## src/rtl/cfg_loader_pkg.sv

```systemverilog
package cfg_loader_pkg;
  typedef enum logic [2:0] {
    ST_IDLE,
    ST_PROG,
    ST_WAIT_HI,
    ST_SHIFT,
    ST_WAIT_DONE
  } seq_state_e;

  typedef enum logic [1:0] {
    ERR_NONE      = 2'd0,
    ERR_INIT_LOW  = 2'd1,
    ERR_INIT_HIGH = 2'd2,
    ERR_DONE      = 2'd3
  } seq_err_e;

  localparam int          PREFIX_W    = 16;
  localparam logic [15:0] SYNC_PREFIX = 16'hFF20;
endpackage

```

## src/rtl/cfg_sync_in.sv

```systemverilog
module cfg_sync_in #(
  parameter int STAGES  = 2,
  parameter bit RST_VAL = 1'b0
) (
  input  logic clk,
  input  logic rst_n,
  input  logic d,
  output logic q
);
  generate
    if (STAGES <= 1) begin : g_single
      logic r;
      always_ff @(posedge clk) begin
        if (!rst_n) r <= RST_VAL;
        else        r <= d;
      end
      assign q = r;
    end else begin : g_chain
      logic [STAGES-1:0] r;
      always_ff @(posedge clk) begin
        if (!rst_n) r <= {STAGES{RST_VAL}};
        else        r <= {r[STAGES-2:0], d};
      end
      assign q = r[STAGES-1];
    end
  endgenerate
endmodule

```

## src/rtl/cfg_ms_watch.sv

```systemverilog
module cfg_ms_watch #(
  parameter int CLKS_PER_MS = 100000,
  parameter int TIMEOUT_MS  = 4
) (
  input  logic clk,
  input  logic rst_n,
  input  logic clear,
  input  logic run,
  output logic expired
);
  localparam int CW = (CLKS_PER_MS > 1) ? $clog2(CLKS_PER_MS) : 1;
  localparam int TW = (TIMEOUT_MS > 1) ? $clog2(TIMEOUT_MS) : 1;

  logic [CW-1:0] ms_cnt;
  logic [TW-1:0] ticks;
  logic          ms_last;

  assign ms_last = (ms_cnt == CW'(CLKS_PER_MS - 1));
  assign expired = run && ms_last && (ticks == TW'(TIMEOUT_MS - 1));

  always_ff @(posedge clk) begin
    if (!rst_n || clear) begin
      ms_cnt <= '0;
      ticks  <= '0;
    end else if (run) begin
      if (ms_last) begin
        ms_cnt <= '0;
        ticks  <= ticks + 1'b1;
      end else begin
        ms_cnt <= ms_cnt + 1'b1;
      end
    end
  end
endmodule

```

## src/rtl/cfg_bit_feed.sv

```systemverilog
module cfg_bit_feed
  import cfg_loader_pkg::*;
#(
  parameter int BYTE_W = 8
) (
  input  logic              clk,
  input  logic              rst_n,
  input  logic              arm,
  input  logic              bit_mode,
  input  logic              en,
  input  logic              s_valid,
  output logic              s_ready,
  input  logic [BYTE_W-1:0] s_data,
  input  logic              s_last,
  input  logic              take,
  output logic              bit_valid,
  output logic              bit_val,
  output logic              bit_last
);
  localparam int SH_W  = (BYTE_W > PREFIX_W) ? BYTE_W : PREFIX_W;
  localparam int CNT_W = $clog2(SH_W + 1);

  logic [SH_W-1:0]  sh;
  logic [CNT_W-1:0] cnt;
  logic             mode_q;
  logic             tail_q;

  assign s_ready   = en && (cnt == '0) && !tail_q;
  assign bit_valid = (cnt != '0);
  assign bit_val   = sh[SH_W-1];
  assign bit_last  = tail_q && (cnt == CNT_W'(1));

  always_ff @(posedge clk) begin
    if (!rst_n) begin
      sh     <= '0;
      cnt    <= '0;
      mode_q <= 1'b0;
      tail_q <= 1'b0;
    end else if (arm) begin
      mode_q <= bit_mode;
      tail_q <= 1'b0;
      if (bit_mode) begin
        sh  <= SH_W'(SYNC_PREFIX) << (SH_W - PREFIX_W);
        cnt <= CNT_W'(PREFIX_W);
      end else begin
        sh  <= '0;
        cnt <= '0;
      end
    end else if (s_valid && s_ready) begin
      tail_q <= s_last;
      if (mode_q) begin
        sh  <= SH_W'(s_data[0]) << (SH_W - 1);
        cnt <= CNT_W'(1);
      end else begin
        sh  <= SH_W'(s_data) << (SH_W - BYTE_W);
        cnt <= CNT_W'(BYTE_W);
      end
    end else if (take && bit_valid) begin
      sh  <= sh << 1;
      cnt <= cnt - 1'b1;
    end
  end
endmodule

```

## src/rtl/cfg_bit_phaser.sv

```systemverilog
module cfg_bit_phaser #(
  parameter int PHASE_CLKS = 2
) (
  input  logic clk,
  input  logic rst_n,
  input  logic en,
  input  logic bit_valid,
  input  logic bit_val,
  input  logic bit_last,
  output logic take,
  output logic cfg_clk,
  output logic cfg_data,
  output logic finished
);
  localparam int PW = (PHASE_CLKS > 1) ? $clog2(PHASE_CLKS) : 1;

  logic          active;
  logic [1:0]    ph;
  logic [PW-1:0] pcnt;
  logic          cur_bit;
  logic          cur_last;
  logic          phase_end;
  logic          bit_end;

  assign phase_end = (pcnt == PW'(PHASE_CLKS - 1));
  assign bit_end   = active && phase_end && (ph == 2'd3);
  assign take      = en && bit_valid && (!active || (bit_end && !cur_last));
  assign finished  = bit_end && cur_last;

  assign cfg_clk  = !(active && !ph[1]);
  assign cfg_data = (active && (ph == 2'd1 || ph == 2'd2)) ? cur_bit : 1'b1;

  always_ff @(posedge clk) begin
    if (!rst_n) begin
      active   <= 1'b0;
      ph       <= '0;
      pcnt     <= '0;
      cur_bit  <= 1'b1;
      cur_last <= 1'b0;
    end else if (take) begin
      active   <= 1'b1;
      ph       <= '0;
      pcnt     <= '0;
      cur_bit  <= bit_val;
      cur_last <= bit_last;
    end else if (bit_end) begin
      active <= 1'b0;
      ph     <= '0;
      pcnt   <= '0;
    end else if (active) begin
      if (phase_end) begin
        ph   <= ph + 1'b1;
        pcnt <= '0;
      end else begin
        pcnt <= pcnt + 1'b1;
      end
    end
  end
endmodule

```

## src/rtl/cfg_serial_loader.sv

```systemverilog
module cfg_serial_loader
  import cfg_loader_pkg::*;
#(
  parameter int CLKS_PER_MS      = 100000,
  parameter int TIMEOUT_MS       = 4,
  parameter int PHASE_CLKS       = 2,
  parameter int BYTE_W           = 8,
  parameter int SYNC_STAGES      = 2,
  parameter bit PROG_ACTIVE_HIGH = 1'b0
) (
  input  logic              clk,
  input  logic              rst_n,
  input  logic              start,
  input  logic              bit_mode,
  input  logic              s_valid,
  output logic              s_ready,
  input  logic [BYTE_W-1:0] s_data,
  input  logic              s_last,
  input  logic              cfg_init,
  input  logic              cfg_done,
  output logic              cfg_prog,
  output logic              cfg_clk,
  output logic              cfg_data,
  output logic              busy,
  output logic              done_ok,
  output logic [1:0]        error_code
);
  seq_state_e state_q, state_d;
  seq_err_e   err_q, fin_err;
  logic       ok_q, fin, fin_ok;
  logic       init_s, done_s;
  logic       expired, wait_run, wait_clear, arm, shifting;
  logic       take, bit_valid, bit_val, bit_last, finished;

  cfg_sync_in #(.STAGES(SYNC_STAGES), .RST_VAL(1'b1)) u_init_sync (
    .clk(clk), .rst_n(rst_n), .d(cfg_init), .q(init_s));
  cfg_sync_in #(.STAGES(SYNC_STAGES), .RST_VAL(1'b0)) u_done_sync (
    .clk(clk), .rst_n(rst_n), .d(cfg_done), .q(done_s));

  assign arm        = (state_q == ST_IDLE) && start;
  assign shifting   = (state_q == ST_SHIFT);
  assign wait_run   = (state_q == ST_PROG) || (state_q == ST_WAIT_HI) ||
                      (state_q == ST_WAIT_DONE);
  assign wait_clear = (state_d != state_q);

  cfg_ms_watch #(.CLKS_PER_MS(CLKS_PER_MS), .TIMEOUT_MS(TIMEOUT_MS)) u_watch (
    .clk(clk), .rst_n(rst_n), .clear(wait_clear), .run(wait_run),
    .expired(expired));

  cfg_bit_feed #(.BYTE_W(BYTE_W)) u_feed (
    .clk(clk), .rst_n(rst_n), .arm(arm), .bit_mode(bit_mode), .en(shifting),
    .s_valid(s_valid), .s_ready(s_ready), .s_data(s_data), .s_last(s_last),
    .take(take), .bit_valid(bit_valid), .bit_val(bit_val), .bit_last(bit_last));

  cfg_bit_phaser #(.PHASE_CLKS(PHASE_CLKS)) u_phaser (
    .clk(clk), .rst_n(rst_n), .en(shifting), .bit_valid(bit_valid),
    .bit_val(bit_val), .bit_last(bit_last), .take(take), .cfg_clk(cfg_clk),
    .cfg_data(cfg_data), .finished(finished));

  always_comb begin
    state_d = state_q;
    fin     = 1'b0;
    fin_ok  = 1'b0;
    fin_err = ERR_NONE;
    case (state_q)
      ST_IDLE: if (start) state_d = ST_PROG;
      ST_PROG: begin
        if (!init_s)      state_d = ST_WAIT_HI;
        else if (expired) begin fin = 1'b1; fin_err = ERR_INIT_LOW; end
      end
      ST_WAIT_HI: begin
        if (init_s)       state_d = ST_SHIFT;
        else if (expired) begin fin = 1'b1; fin_err = ERR_INIT_HIGH; end
      end
      ST_SHIFT: if (finished) state_d = ST_WAIT_DONE;
      ST_WAIT_DONE: begin
        if (done_s)       begin fin = 1'b1; fin_ok = 1'b1; end
        else if (expired) begin fin = 1'b1; fin_err = ERR_DONE; end
      end
      default: state_d = ST_IDLE;
    endcase
    if (fin) state_d = ST_IDLE;
  end

  always_ff @(posedge clk) begin
    if (!rst_n) begin
      state_q <= ST_IDLE;
      ok_q    <= 1'b0;
      err_q   <= ERR_NONE;
    end else begin
      state_q <= state_d;
      if (arm) begin
        ok_q  <= 1'b0;
        err_q <= ERR_NONE;
      end else if (fin) begin
        ok_q  <= fin_ok;
        err_q <= fin_err;
      end
    end
  end

  assign busy       = (state_q != ST_IDLE);
  assign done_ok    = ok_q;
  assign error_code = err_q;
  assign cfg_prog   = PROG_ACTIVE_HIGH ? (state_q == ST_PROG) : (state_q != ST_PROG);
endmodule

```

## config.mk

```make
export PLATFORM = sky130hd
export DESIGN_NAME = cfg_serial_loader
export DESIGN_NICKNAME = d
export VERILOG_FILES = /design/src/rtl/cfg_loader_pkg.sv /design/src/rtl/cfg_sync_in.sv /design/src/rtl/cfg_ms_watch.sv /design/src/rtl/cfg_bit_feed.sv /design/src/rtl/cfg_bit_phaser.sv /design/src/rtl/cfg_serial_loader.sv
export SDC_FILE = /design/constraint.sdc
export NUM_CORES = 1
export LEC_CHECK = 0
export BUFFER_PORTS_ARGS = -buffer_cell sky130_fd_sc_hd__clkbuf_2
export CORE_ASPECT_RATIO = 1.2
export CORE_MARGIN = 1
export CORE_UTILIZATION = 63
export CTS_CLUSTER_DIAMETER = 30
export DETAILED_ROUTE_END_ITERATION = 10
export PLACE_DENSITY = 0.8
export SYNTH_ARGS = -nofsm -noshare
export SYNTH_HDL_FRONTEND = slang
export SYNTH_SLANG_ARGS = --single-unit
```

## constraint.sdc

```tcl
create_clock -name clk -period 4.3 [get_ports clk]
set_input_delay 0.215 -clock clk [delete_from_list [all_inputs] [get_ports clk]]
set_output_delay 0.215 -clock clk [all_outputs]
set_load 0.01 [all_outputs]
```

==> load_flow_metrics.sql, run 1 <==
INSERT INTO impl_metrics (metric_group, metric, value, unit) VALUES
('drt', 'totalWireLength', '4870', 'µm'),
('grt', 'via_count_of_the_first_global_routing_pass', '1952', ''),
('grt', 'grtUsageTotal', '24.3', '%'),
('power', 'clock_power_share', '36.4', '%'),
('placed_design', 'place_congestion', '0.816', ''),
('hold_path', 'end_point_of_the_worst_hold_path', 'u_init_sync.g_chain.r[0]', ''),
('die', 'core_area', '0.00394', 'mm²'),
('setup_path', 'worstPathRequired', '4.55', 'ns'),
('cells_and_area', 'areaGrowthSynthToFinish', '8.85', '%'),
('clock_tree', 'cts_hold_buf', '0', ''),
('placed_design', 'port_buffers', '23', ''),
('drt', 'route.detailed.wl_per_inst', '13.4', 'µm'),
('grt', 'first_pass_grt_wire_length', '8180', 'µm'),
('clock_tree', 'cts-root-to-sink-buffers', '2', ''),
('synth', 'synthArstFlopShare', '0', '%'),
('synth', 'synthFlopType', 'dfxtp_1', ''),
('drt', 'postRouteAntennaNets', '0', ''),
('synth', 'post_synth.cell_area_avg', '8.91', 'µm²'),
('synth', 'synthesis.nets', '313', ''),
('hold_path', 'worst_hold_path_type', 'in2reg', ''),
('clock_tree', 'cts_inserted_buffers', '5', ''),
('sta', 'timing.final.ws_setup', '1.14', 'ns'),
('clock_tree', 'cts_tree', 'yes', ''),
('drt', 'vias_per_cell', '5.87', ''),
('setup_path', 'worst-setup-path-type', 'reg2reg', ''),
('synth', 'synth.area.mux_share', '1.92', '%'),
('sta', 'min_period', '3.16', 'ns'),
('synth', 'synth_enable_flop_cells', '0', ''),
('clock_tree', 'cts.root.buffer_cell', 'clkbuf_8', ''),
('power', 'peak_supply_drop', '202', 'µV'),
('sta', 'setup_viol', '0', ''),
('run', 'drv_cap', '0', ''),
('hold_path', 'whs_path_depth', '2', ''),
('synth', 'synth_simple_gate_area_share', '28.3', '%'),
('drt', 'vias', '2135', ''),
('sta', 'slew_headroom', '32.5', '%'),
('grt', 'pin_count_of_the_biggest_net_entering_global_routing', '27', ''),
('synth', 'yosysUniqueCellTypes', '46', ''),
('cells_and_area', 'drive_gt1_share', '19.4', '%'),
('placed_design', 'hpwlAfterDp', '3480', 'µm'),
('cells_and_area', 'postLayoutCoreUtil', '71.8', '%'),
('grt', 'grt-ovfl-total', '0', ''),
('sta', 'slew_worst_pin', '1.01', 'ns'),
('hold_path', 'hp-start', 'cfg_init', ''),
('setup_path', 'worst-r2r-cell-count', '8', ''),
('sta', 'fin_skew', '0.0127', 'ns'),
('drt', 'drc', '0', ''),
('placed_design', 'placed_area', '0.00272', 'mm²'),
('synth', 'synthDominantCellAreaShare', '40.8', '%'),
('grt', 'number_of_antenna_violations_at_the_first_check_in_global_routing', '0', ''),
('setup_path', 'r2r_setup_slack', '1.14', 'ns'),
('setup_path', 'cp.arrival', '3.41', 'ns'),
('power', 'pwr-share-seq', '55.5', '%'),
('power', 'totalPowerFinal', '927', 'µW'),
('power', 'combinational_share_of_power', '8.1', '%'),
('die', 'die_height', '72.4', 'µm'),
('sta', 'report.final.hold_viol_count', '0', ''),
('status', 'status', 'complete, no violations', ''),
('synth', 'syn-instance-count', '292', ''),
('synth', 'synth-seq-area-share', '40.8', '%'),
('die', 'die_w', '60.7', 'µm'),
('power', 'cellInternalPower', '711', 'µW'),
('synth', 'netlist_top_cells_area', 'dfxtp_1, nor2_1, xor2_1', ''),
('synth', 'synth_compound_area_share', '15.9', '%'),
('die', 'fp.dieArea', '0.00439', 'mm²'),
('sta', 'tns', '0', 'ns'),
('synth', 'combined_area_of_all_synthesized_cells', '0.00260', 'mm²'),
('clock_tree', 'clk_pin_slew', '0.09', 'ns'),
('sta', 'clock.fmax', '317', 'MHz'),
('sta', 'timing.final.crit_share', '73.4', '%'),
('synth', 'synthMostInstantiatedCell', 'dfxtp_1', '');
worst max path at each step:
stage / startpoint / end / slack [ns] / depth (start not counted)
detailed placement: u_feed.cnt[0] / u_feed.sh[14] / 1.24 / 8
global placement: u_feed.cnt[0] / u_feed.sh[8] / 1.27 / 8
floorplan: u_watch.ms_cnt[6] / u_watch.ms_cnt[11] / 1.78 / 7
global route: u_feed.cnt[0] / u_feed.sh[14] / 0.81 / 8
finish: u_feed.cnt[0] / u_feed.sh[14] / 1.14 / 8
CTS: u_feed.cnt[0] / u_feed.sh[14] / 1.12 / 8
worst max-delay path, cell delays in order (launching register included):
cell     delay (ns)
dfxtp_1        0.34
inv_1          0.09
ha_1           0.20
nor4b_1        0.41
nand2_1        0.17
nor3b_1        0.86
nor2b_1        0.60
a22o_1         0.25
o221a_2        0.18
cell type report:
| type | count | area (µm²) |
|---|---|---|
| Multi-Input combinational cell | 219 | 1450 |
| Fill cell | 346 | 1110 |
| Sequential cell | 53 | 1060 |
| Timing Repair Buffer | 23 | 115 |
| Clock buffer | 5 | 68.8 |
| Tap cell | 54 | 67.6 |
| Clock inverter | 3 | 46.3 |
| Inverter | 7 | 26.3 |
sequential cells by signal (all words and copies together), names as in the netlist, 2 cells and up:
signal,cells
u_watch.ms_cnt,17
u_feed.sh,11
u_feed.cnt,5
state_q,3
error_code,2
u_done_sync.g_chain.r,2
u_init_sync.g_chain.r,2
u_phaser.ph,2
u_watch.ticks,2
per-stage QoR:
| step | hold slack (ns) | instances |
|---|---|---|
| after global routing | 0.0905 | 364 |
| after floorplan | 0.288 | 292 |
| final | 0.0868 | 364 |
| after CTS | 0.0815 | 364 |
| after detailed placement | 0.400 | 356 |
| after global placement | 0.393 | 356 |
metal layers:
layer	part of all wire (%)	GRT usage, %	vias to the layer above	routed length, µm
met2	49	40.9	49	2400
met4	2.1	9.09	0	104
li1	-	-	1068	-
met3	4.0	5.53	13	194
met1	45	29.7	1005	2170
met5	0	0	-	0
logic make-up after synthesis:
kind of cell             after synthesis
AO/OA/AOI/OAI                         54
buffers and inverters                 20
AND/OR/NAND/NOR                      134
multiplexers                           5
adder cells (fa/ha/maj)                5
XOR/XNOR                              21
flip-flops                            53
power by group through the flow:
stage	Clock [mW]	Combinational [mW]	Sequential [mW]
after floorplan	0	0.0630	0.520
after global placement	0	0.0735	0.525
after detailed placement	0	0.0751	0.525
after CTS	0.347	0.0757	0.514
after global routing	0.365	0.0834	0.516
final	0.337	0.0751	0.514
cells in the final DEF (no fill, tap or decap), types with 2 or more instances in the layout:
| master | netlist | routed |
|---|---|---|
| nand2_1 | 24 | 24 |
| xor2_1 | 11 | 11 |
| inv_1 | 7 | 7 |
| a211oi_1 | 3 | 3 |
| a22o_1 | 7 | 7 |
| nand2b_1 | 4 | 4 |
| o21a_1 | 3 | 3 |
| or3_1 | 2 | 2 |
| mux2i_1 | 5 | 5 |
| a21oi_1 | 12 | 12 |
| nand3b_1 | 3 | 3 |
| ha_1 | 5 | 5 |
| and2_1 | 4 | 4 |
| clkbuf_8 | 0 | 5 |
| o221a_2 | 8 | 8 |
| o21ai_0 | 8 | 8 |
| nor3_1 | 18 | 18 |
| a21boi_0 | 5 | 5 |
| xnor2_1 | 10 | 10 |
| o211ai_1 | 2 | 2 |
| nor2_1 | 26 | 26 |
| nor2_2 | 11 | 11 |
| dfxtp_1 | 53 | 53 |
| nor4b_1 | 2 | 2 |
| nand3_1 | 10 | 10 |
| nor2b_1 | 7 | 7 |
| and3_1 | 4 | 4 |
| clkbuf_2 | 0 | 23 |
| nand4_1 | 6 | 6 |
| or4b_4 | 2 | 2 |
| nor3b_1 | 4 | 4 |
Note: power is estimated with default switching activity, not from simulation.
==> run 2: changes to the inputs <==
--- a/config.mk
+++ b/config.mk
@@ -8,10 +8,10 @@
 export BUFFER_PORTS_ARGS = -buffer_cell sky130_fd_sc_hd__clkbuf_2
 export CORE_ASPECT_RATIO = 1.2
 export CORE_MARGIN = 1
-export CORE_UTILIZATION = 63
+export CORE_UTILIZATION = 59
 export CTS_CLUSTER_DIAMETER = 30
 export DETAILED_ROUTE_END_ITERATION = 10
-export PLACE_DENSITY = 0.8
+export PLACE_DENSITY = 0.75
 export SYNTH_ARGS = -nofsm -noshare
 export SYNTH_HDL_FRONTEND = slang
 export SYNTH_SLANG_ARGS = --single-unit
==> constraint.sdc (replaced) <==
create_clock -name clk -period 3.2 [get_ports clk]
set_input_delay 0.16 -clock clk [delete_from_list [all_inputs] [get_ports clk]]
set_output_delay 0.16 -clock clk [all_outputs]
set_load 0.01 [all_outputs]
==> load_flow_metrics.sql, run 2 (synthesis gave the netlist of run 1 again) <==
INSERT INTO impl_metrics (metric_group, metric, value, unit) VALUES
('grt', 'grtUsageTotal', '22.7', '%'),
('run', 'drv_cap', '0', ''),
('cells_and_area', 'insertedDiodeCount', '0', ''),
('hold_path', 'worst_hold_path_type', 'in2reg', ''),
('cells_and_area', 'most_used_cells_in_the_layout_excluding_fill_and_tap_cells', 'dfxtp_1, nor2_1, nand2_1, clkbuf_2, nor3_1', ''),
('placed_design', 'hpwlAfterDp', '3480', 'µm'),
('die', 'num_rows', '26', ''),
('grt', 'via_count_of_the_first_global_routing_pass', '1902', ''),
('grt', 'pin_count_of_the_biggest_net_entering_global_routing', '27', ''),
('setup_path', 'endpoint', 'u_watch.ms_cnt[9]', ''),
('setup_path', 'worst-path-stages', '7', ''),
('sta', 'tns', '0', 'ns'),
('setup_path', 'cell_family_with_most_cp_delay', 'simple AND/OR/NAND/NOR gates', ''),
('sta', 'setup_viol', '0', ''),
('setup_path', 'critical_path.startpoint_type', 'flop', ''),
('cells_and_area', 'final-instance-count-excl-fill', '370', ''),
('die', 'core_area', '0.00423', 'mm²'),
('sta', 'slew_headroom', '58.4', '%'),
('placed_design', 'placedCellCount', '362', ''),
('cells_and_area', 'regMostFlops', 'u_watch.ms_cnt', ''),
('sta', 'report.final.hold_viol_count', '0', ''),
('drt', 'firstDrtPassIters', '4', ''),
('drt', 'vias', '2098', ''),
('sta', 'timing.final.ws_setup', '0.481', 'ns'),
('cells_and_area', 'areaGrowthSynthToFinish', '10.8', '%'),
('placed_design', 'place_congestion', '0.810', ''),
('cells_and_area', 'layout.cells.most_common', 'dfxtp_1', ''),
('setup_path', 'r2r_start', 'u_watch.ms_cnt[6]', ''),
('sta', 'fin_skew', '0.00874', 'ns'),
('setup_path', 'critical_path.startpoint', 'u_watch.ms_cnt[6]', ''),
('cells_and_area', 'num-fill-cells', '373', ''),
('drt', 'totalWireLength', '5010', 'µm'),
('power', 'pwr-share-seq', '51.7', '%'),
('setup_path', 'worst-setup-path-type', 'reg2reg', ''),
('die', 'fp.dieArea', '0.00468', 'mm²'),
('die', 'die_height', '74.7', 'µm'),
('sta', 'unrepaired_setup_endpoints_after_global_routing', 'false', ''),
('cells_and_area', 'finish.instance_area', '0.00288', 'mm²'),
('clock_tree', 'cts-root-to-sink-buffers', '2', ''),
('cells_and_area', 'largest_reg_flops', '17', ''),
('clock_tree', 'clock_insertion_delay_worst_skew', '0.31', 'ns'),
('die', 'boundary_pins', '24', ''),
('cells_and_area', 'postLayoutCoreUtil', '68.2', '%'),
('setup_path', 'worst-path-buf-inv', '1', ''),
('power', 'combinational_share_of_power', '8.3', '%'),
('power', 'p_switching', '293', 'µW'),
('sta', 'worst_hold_margin', '0.0312', 'ns'),
('clock_tree', 'clk_pin_slew', '0.10', 'ns'),
('cells_and_area', 'drive_gt1_share', '20.4', '%'),
('power', 'cellPowerDensity', '460', 'mW/mm²'),
('placed_design', 'port_buffers', '23', ''),
('setup_path', 'critical_path.max_stage_delay', '0.55', 'ns'),
('sta', 'min_period', '2.72', 'ns'),
('power', 'peak_supply_drop', '430', 'µV'),
('grt', 'grt-ovfl-total', '0', ''),
('setup_path', 'cp_max_fo', '19', ''),
('power', 'cellInternalPower', '1.03', 'mW'),
('placed_design', 'placed_area', '0.00275', 'mm²'),
('setup_path', 'r2r_setup_slack', '0.48', 'ns'),
('setup_path', 'cp.arrival', '2.91', 'ns'),
('setup_path', 'crit_chain', 'or4b_4 -> or4_4 -> nor4_4 -> a21oi_2 -> o211ai_4 -> buf_4 -> nor3_1', ''),
('drt', 'postRouteAntennaNets', '0', ''),
('status', 'status', 'complete, no violations', ''),
('setup_path', 'worstPathRequired', '3.39', 'ns'),
('sta', 'timing.final.crit_share', '85.0', '%'),
('drt', 'vias_per_cell', '5.67', ''),
('clock_tree', 'htree_depth', '2', ''),
('setup_path', 'setup.worst_path.end_class', 'flop', ''),
('clock_tree', 'cts_tree', 'yes', ''),
('clock_tree', 'cts_resized', '0', ''),
('die', 'die_w', '62.6', 'µm'),
('clock_tree', 'post_cts.repair.setup_buffers', '0', ''),
('setup_path', 'slowest_stage', 'or4_4', ''),
('setup_path', 'worst_r2r_endpoint', 'u_watch.ms_cnt[9]', ''),
('sta', 'timing_max_transition_violations_final', '0', ''),
('clock_tree', 'cts_hold_buf', '0', ''),
('sta', 'clock.fmax', '368', 'MHz'),
('drt', 'route.detailed.wl_per_inst', '13.5', 'µm'),
('die', 'initial_core_util', '61.5', '%'),
('grt', 'first_pass_grt_wire_length', '8330', 'µm'),
('setup_path', 'worst-r2r-cell-count', '7', ''),
('power', 'totalPowerFinal', '1.33', 'mW'),
('cells_and_area', 'finish.net_count', '334', ''),
('grt', 'number_of_antenna_violations_at_the_first_check_in_global_routing', '0', ''),
('power', 'clock_power_share', '40.0', '%'),
('drt', 'dr.first_iter.drc_count', '118', ''),
('power', 'total_leakage_power', '1.07', 'nW'),
('placed_design', 'post-place-ws', '0.514', 'ns'),
('clock_tree', 'cts_inserted_buffers', '5', ''),
('power', 'switching_share', '22.1', '%'),
('clock_tree', 'cts.root.buffer_cell', 'clkbuf_8', ''),
('drt', 'drc', '0', ''),
('sta', 'slew_worst_pin', '0.623', 'ns'),
('clock_tree', 'cts_sinks', '53', ''),
('cells_and_area', 'top_regs', 'u_watch.ms_cnt (17), u_feed.sh (11), u_feed.cnt (5)', '');
-- run 2: cell types whose count changed in the layout (fill, tap and decap cells not counted) --
cell and change:
buf_4 +4, clkinv_4 -1, clkinvlp_4 -1, clkinv_2 +1, bufinv_16 +1
-- run 2: area by class of cell --
class	count	area, µm²	area share (%)
clock buffers	5	68.8	2.39
repair buffers	27	145	5.03
well taps	56	70.1	2.43
multi-input cells	219	1450	50.2
inverters	7	26.3	0.911
clock inverters	3	65.1	2.26
flip-flops and latches	53	1060	36.8
-- run 2: worst min path at each step --
| stage | slack, ns | start | to | cells past startpoint |
|---|---|---|---|---|
| final | 0.03 | cfg_init | u_init_sync.g_chain.r[0] | 2 |
| after global routing | 0.04 | cfg_init | u_init_sync.g_chain.r[0] | 2 |
| after CTS | 0.03 | cfg_init | u_init_sync.g_chain.r[0] | 2 |
| after detailed placement | 0.35 | cfg_init | u_init_sync.g_chain.r[0] | 2 |
| after global placement | 0.34 | cfg_init | u_init_sync.g_chain.r[0] | 2 |
| after floorplan | 0.23 | rst_n | u_init_sync.g_chain.r[0] | 1 |
-- run 2: routing by layer --
metal  track usage (%)  part of all wire [%]  vias up
met1              27.2                    46      983
met2              40.6                    49       32
met3              4.55                   2.7        8
met4              8.53                   1.5        0
met5                 0                     0        -
li1                  -                     -     1075
-- run 2: power by group through the flow --
stage	registers [mW]	clock network, mW	logic (mW)
finish	0.687	0.531	0.110
floorplan	0.699	0	0.0847
global placement	0.701	0	0.108
detailed placement	0.702	0	0.109
CTS	0.687	0.540	0.110
global route	0.689	0.557	0.121
